[src/rtl/sqe_filt_pkg.sv]
package sqe_filt_pkg;
  typedef enum logic {WIN_IDLE = 1'b0, WIN_RUN = 1'b1} win_state_e;

  function automatic logic cnt_in_range(input int unsigned c, input int unsigned lo,
                                        input int unsigned hi);
    return (c >= lo) && (c < hi);
  endfunction
endpackage

[src/rtl/sqe_win_timer.sv]
module sqe_win_timer
  import sqe_filt_pkg::*;
#(
  parameter int unsigned WIN_OPEN  = 6,
  parameter int unsigned WIN_CLOSE = 34,
  parameter int unsigned CNT_W     = 6
) (
  input  logic clk,
  input  logic rst,
  input  logic bit_tick,
  input  logic tx_active,
  output logic in_win
);
  logic             tx_q;
  win_state_e       st_q;
  logic [CNT_W-1:0] cnt_q;

  always_ff @(posedge clk) begin
    if (rst) begin
      tx_q  <= 1'b0;
      st_q  <= WIN_IDLE;
      cnt_q <= '0;
    end else begin
      tx_q <= tx_active;
      if (tx_active) begin
        st_q  <= WIN_IDLE;
        cnt_q <= '0;
      end else if (tx_q) begin
        st_q  <= WIN_RUN;
        cnt_q <= '0;
      end else if (st_q == WIN_RUN && bit_tick) begin
        if (cnt_q == CNT_W'(WIN_CLOSE - 1)) st_q <= WIN_IDLE;
        cnt_q <= cnt_q + 1'b1;
      end
    end
  end

  assign in_win = (st_q == WIN_RUN) && cnt_in_range(32'(cnt_q), WIN_OPEN, WIN_CLOSE);

  // a transmission closes the window
  p_cancel_r9: assert property (@(posedge clk) disable iff (rst)
    tx_active |=> !in_win);
  // the window is never open straight after arming
  p_arm_r2: assert property (@(posedge clk) disable iff (rst)
    (!tx_active && $past(tx_active)) |=> !in_win);
  // without a tick the window state holds
  p_hold_r2: assert property (@(posedge clk) disable iff (rst)
    (!bit_tick && !tx_active && !tx_q) |=> $stable(in_win));
  // the window opens only on a counted tick
  p_open_r3: assert property (@(posedge clk) disable iff (rst)
    (in_win && !$past(in_win)) |-> $past(bit_tick));
endmodule

[src/rtl/sqe_ci_gate.sv]
module sqe_ci_gate (
  input  logic clk,
  input  logic rst,
  input  logic ci_raw,
  input  logic mask_en,
  input  logic in_win,
  output logic coll_out
);
  always_ff @(posedge clk) begin
    if (rst) coll_out <= 1'b0;
    else     coll_out <= ci_raw & ~(mask_en & in_win);
  end

  p_nomask_pass_r6: assert property (@(posedge clk) disable iff (rst)
    !mask_en |=> (coll_out == $past(ci_raw)));
  p_mask_block_r4: assert property (@(posedge clk) disable iff (rst)
    (mask_en && in_win) |=> !coll_out);
  p_outside_pass_r5: assert property (@(posedge clk) disable iff (rst)
    !in_win |=> (coll_out == $past(ci_raw)));
endmodule

[src/rtl/sqe_report.sv]
module sqe_report (
  input  logic clk,
  input  logic rst,
  input  logic ci_raw,
  input  logic in_win,
  input  logic sqe_clr,
  output logic sqe_seen
);
  logic hit;
  assign hit = ci_raw & in_win;

  always_ff @(posedge clk) begin
    if (rst) sqe_seen <= 1'b0;
    else     sqe_seen <= (sqe_seen & ~sqe_clr) | hit;
  end

  p_set_r7: assert property (@(posedge clk) disable iff (rst)
    (ci_raw && in_win) |=> sqe_seen);
  p_sticky_r8: assert property (@(posedge clk) disable iff (rst)
    (sqe_seen && !sqe_clr) |=> sqe_seen);
  p_noset_r10: assert property (@(posedge clk) disable iff (rst)
    (!sqe_seen && !(ci_raw && in_win)) |=> !sqe_seen);
endmodule

[src/rtl/sqe_ci_filter.sv]
module sqe_ci_filter #(
  parameter int unsigned WIN_OPEN  = 6,
  parameter int unsigned WIN_CLOSE = 34
) (
  input  logic clk,
  input  logic rst,
  input  logic bit_tick,
  input  logic tx_active,
  input  logic ci_raw,
  input  logic mask_en,
  input  logic sqe_clr,
  output logic coll_out,
  output logic sqe_seen
);
  localparam int unsigned CNT_W = $clog2(WIN_CLOSE + 1);

  logic in_win;

  sqe_win_timer #(
    .WIN_OPEN (WIN_OPEN),
    .WIN_CLOSE(WIN_CLOSE),
    .CNT_W    (CNT_W)
  ) u_timer (
    .clk      (clk),
    .rst      (rst),
    .bit_tick (bit_tick),
    .tx_active(tx_active),
    .in_win   (in_win)
  );

  sqe_ci_gate u_gate (
    .clk     (clk),
    .rst     (rst),
    .ci_raw  (ci_raw),
    .mask_en (mask_en),
    .in_win  (in_win),
    .coll_out(coll_out)
  );

  sqe_report u_report (
    .clk     (clk),
    .rst     (rst),
    .ci_raw  (ci_raw),
    .in_win  (in_win),
    .sqe_clr (sqe_clr),
    .sqe_seen(sqe_seen)
  );

  // outputs idle in the cycle after reset
  p_reset_r1: assert property (@(posedge clk) rst |=> (!coll_out && !sqe_seen));
endmodule

[config.mk]
export PLATFORM = sky130hd
export DESIGN_NAME = sqe_ci_filter
export DESIGN_NICKNAME = d
export VERILOG_FILES = /design/src/rtl/sqe_filt_pkg.sv /design/src/rtl/sqe_win_timer.sv /design/src/rtl/sqe_ci_gate.sv /design/src/rtl/sqe_report.sv /design/src/rtl/sqe_ci_filter.sv
export SDC_FILE = /design/constraint.sdc
export NUM_CORES = 1
export LEC_CHECK = 0
export BUFFER_PORTS_ARGS = -buffer_cell sky130_fd_sc_hd__buf_2
export CAP_MARGIN = 20
export CORE_AREA = 2 2 39 41
export CTS_CLUSTER_DIAMETER = 150
export CTS_CLUSTER_SIZE = 12
export DETAILED_ROUTE_END_ITERATION = 10
export DIE_AREA = 0 0 41 43
export GPL_TIMING_DRIVEN = 1
export PLACE_DENSITY = 0.68
export RECOVER_POWER = 50
export SYNTH_ARGS = -nofsm -noshare
export SYNTH_HDL_FRONTEND = slang
export SYNTH_SLANG_ARGS = --single-unit
[constraint.sdc]
create_clock -name clk -period 1.3 [get_ports clk]
set_input_delay 0.26 -clock clk [delete_from_list [all_inputs] [get_ports clk]]
set_output_delay 0.26 -clock clk [all_outputs]
set_load 0.05 [all_outputs]
==> impl_metrics.tcl <==
set metrics [dict create \
    area_occupied_by_multi_input_gates_um2 241 \
    busiest_layer "met4" \
    reg2reg_depth 6 \
    standard_cell_core_area_mm2 0.00138 \
    clk_pin_slew_ns 0.07 \
    timing.final.max_slew_violations 0 \
    maxClockFrequency_mhz 806 \
    num-nets-final 72 \
    setup.worst_path.start_class "register" \
    timing.clock.skew_ns 0.00137 \
    clock-sinks 10 \
    nFillCells 151 \
    pwr-share-comb_pct 5.3 \
    hold_start "mask_en" \
    mappedNetlistNets 60 \
    detail_route.iter0.violations 0 \
    die_height_um 43 \
    min_path_type "in2reg" \
    tritoncts "yes" \
    final_weighted_congestion_of_routability_driven_global_placement 0.620 \
    worst_r2r_startpoint "u_timer.cnt_q[0]$_SDFFE_PP0P_" \
    yosys_warning_count 0 \
    switching_power_mw 0.136 \
    floorplan.initialDensity_pct 34.1 \
    std_cell_rows 14 \
    worst-slew-pin-transition_ns 0.278 \
    timing_hold_violations_final 0 \
    cp.required_ns 1.47 \
    grt_util_all_layers_pct 11.0 \
    area_added_between_synthesis_and_finish_pct 18.8 \
    detail_route.vias_per_cell 4.62 \
    period_minus_slack_ns 1.24 \
    cts_root_buf "sky130_fd_sc_hd__clkbuf_4" \
    min_path_cells 2 \
    cell_area_after_placement_um2 523 \
    floorplan.die_area_mm2 0.00176 \
    yosys-top-cells-area "sky130_fd_sc_hd__dfxtp_1 (42%), sky130_fd_sc_hd__ha_1 (8.0%), sky130_fd_sc_hd__xor2_1 (7.4%), sky130_fd_sc_hd__nor2_1 (5.6%), sky130_fd_sc_hd__inv_1 (3.2%)" \
    ant_nets 0 \
    boundaryPins 9 \
    avgRoutedWirePerCell_um 9.86 \
    switching_share_pct 21.5 \
    diodes 0 \
    crit_type "reg2reg" \
    post-dp-hpwl_um 588 \
    insertion_delay_ns 0.27 \
    dr_total_vias 356 \
    max_h_tree_level 1 \
    clk_path_buf_depth 2 \
    yosysSeqAreaShare_pct 42.4 \
    grtUsageMet3_pct 3.14 \
    drv_cap 0 \
    synthCells 50 \
    mostFrequentLayoutCells "sky130_fd_sc_hd__dfxtp_1 (9), sky130_fd_sc_hd__nor2_1 (7), sky130_fd_sc_hd__buf_2 (5)" \
    cellInternalPower_mw 0.495 \
    share_seq_of_total_power_pct 49.8 \
    post_cts_buffers 0 \
    vdd_drop_max_v 0.000531 \
    synth_area_leader_cell "sky130_fd_sc_hd__dfxtp_1" \
    groute.layer.met2.usage_pct 13.1 \
    power.static_leakage_nw 0.241 \
    worst_ep_arrival_time_ns 1.41 \
    grt_antenna_before_repair 0 \
    slew_headroom_pct 81.6 \
    grtUsageMet1_pct 12.2 \
    proportion_of_layout_cells_with_a_drive_suffix_above_1_pct 26.2 \
    setup_viol 0 \
    io_buffer_count 8 \
    register_area_um2 201 \
    grt_pass1_wl_mm 1.17 \
    status "finished clean" \
    power-per-cell-area_mw_per_mm2 1120 \
    grt_pass1_vias 295 \
    layout_worst_path_cycle_share_pct 95.5 \
    detail_route.wirelength_um 759 \
    timing.critical_path.from "u_timer.cnt_q[0]$_SDFFE_PP0P_" \
    timing.critical_path.to_type "register" \
    synth.cell_area_um2 472 \
    synth_cell_type_count 24 \
    die-width_um 41 \
    drt_first_pass_iters 1 \
    layout.cells.most_common "sky130_fd_sc_hd__dfxtp_1" \
    avgSynthCellArea_um2 9.43 \
    inserted_clock_buffers 3 \
    crit_fanout 2 \
    drcViolationCount 0 \
    grt_start_max_net_pins 8 \
    final_area_um2 561 \
    grt_setup_unrepaired "false" \
    postSynthRegisterBits 10 \
    sum_of_negative_setup_slack_ns 0 \
    clock_power_share_pct 44.9 \
    yosysTopAreaCellShare_pct 42.4 \
    gr-total-overflow 0 \
]
-- registers in the layout, indices dropped and copies added, names as in the netlist --
name,count
u_report.sqe_seen,1
u_timer.st_q,1
u_gate.coll_out,1
u_timer.tx_q,1
u_timer.cnt_q,6
-- per-layer routing --
metal	wire length (µm)	share of wire, %
met1	363	48
met2	324	43
met3	14	1.8
met4	56	7.4
met5	0	0
-- timing repair --
| action | 4_1_cts | 5_1_grt |
|---|---|---|
| gates resized for setup | 0 | 2 |
| endpoints found under the setup margin | 0 | 2 |
| hold buffers | 0 | 0 |
-- power by group through the flow --
stage / Sequential (mW) / Combinational (mW) / Clock [mW]
after floorplan: 0.326 / 0.0140 / 0
after global placement: 0.320 / 0.0333 / 0
after detailed placement: 0.321 / 0.0336 / 0
after CTS: 0.314 / 0.0338 / 0.294
after global routing: 0.314 / 0.0370 / 0.305
final: 0.314 / 0.0334 / 0.283
-- synth_stat cells --
master,n
sky130_fd_sc_hd__a211oi_2,1
sky130_fd_sc_hd__and2_1,1
sky130_fd_sc_hd__inv_1,4
sky130_fd_sc_hd__nor2b_1,1
sky130_fd_sc_hd__nand2_1,2
sky130_fd_sc_hd__a41o_1,1
sky130_fd_sc_hd__nor4b_2,1
sky130_fd_sc_hd__o21ai_1,1
sky130_fd_sc_hd__xor2_1,4
sky130_fd_sc_hd__a311oi_1,1
sky130_fd_sc_hd__a21o_1,1
sky130_fd_sc_hd__xnor2_1,1
sky130_fd_sc_hd__a21oi_1,2
sky130_fd_sc_hd__and3_2,1
sky130_fd_sc_hd__nand3_1,1
sky130_fd_sc_hd__buf_2,1
sky130_fd_sc_hd__nor3b_1,1
sky130_fd_sc_hd__nor3_1,1
sky130_fd_sc_hd__nor2_1,7
sky130_fd_sc_hd__or3_1,1
sky130_fd_sc_hd__ha_1,3
sky130_fd_sc_hd__dfxtp_1,10
sky130_fd_sc_hd__buf_6,1
sky130_fd_sc_hd__nand4_1,2
-- critical path: stages (launching register included) --
cell and delay [ns]:
sky130_fd_sc_hd__dfxtp_2 0.33, sky130_fd_sc_hd__inv_1 0.04, sky130_fd_sc_hd__ha_1 0.18, sky130_fd_sc_hd__o21ai_1 0.11, sky130_fd_sc_hd__a21oi_1 0.07, sky130_fd_sc_hd__a21o_1 0.17, sky130_fd_sc_hd__a41o_1 0.23
-- area by class of cell --
cell class / count / share of cell area [%]
multi-input combinational: 34 / 43.1
timing repair buffer: 9 / 8.26
tap: 16 / 3.57
inverter: 4 / 2.68
clock buffer: 4 / 6.47
sequential: 10 / 35.9
-- per-stage QoR --
| stage | setup slack, ns | hold WS, ns | cells | total power [mW] | utilization [%] |
|---|---|---|---|---|---|
| floorplan | 0.0330 | 0.332 | 50 | 0.340 | - |
| global placement | 0.0768 | 0.452 | 73 | 0.354 | 37.8 |
| detailed placement | 0.0507 | 0.457 | 73 | 0.354 | 37.8 |
| CTS | 0.0355 | 0.164 | 77 | 0.642 | 40.4 |
| global route | 0.00401 | 0.182 | 77 | 0.656 | 40.5 |
| finish | 0.0589 | 0.193 | 77 | 0.630 | 40.5 |
-- logic make-up after synthesis --
logic type,share of synthesized area [%]
AOI/OAI and AO/OA,11.4
xor gates and xnor gates,9.28
adders and majority gates,7.96
buffers and inverters,6.63
DFF,42.4
and+or+nand+nor,22.3
-- path summary, 6_finish.rpt --
path | slack (ns) | endpoint
worst max-delay path | 0.06 | u_report.sqe_seen$_SDFF_PP0_
worst min register to register | 0.51 | u_timer.st_q$_SDFFE_PP0P_
worst max register to register | 0.06 | u_report.sqe_seen$_SDFF_PP0_
worst min-delay path | 0.19 | u_gate.coll_out$_SDFF_PP0_
No activity file was read; power rests on OpenSTA's default activity.
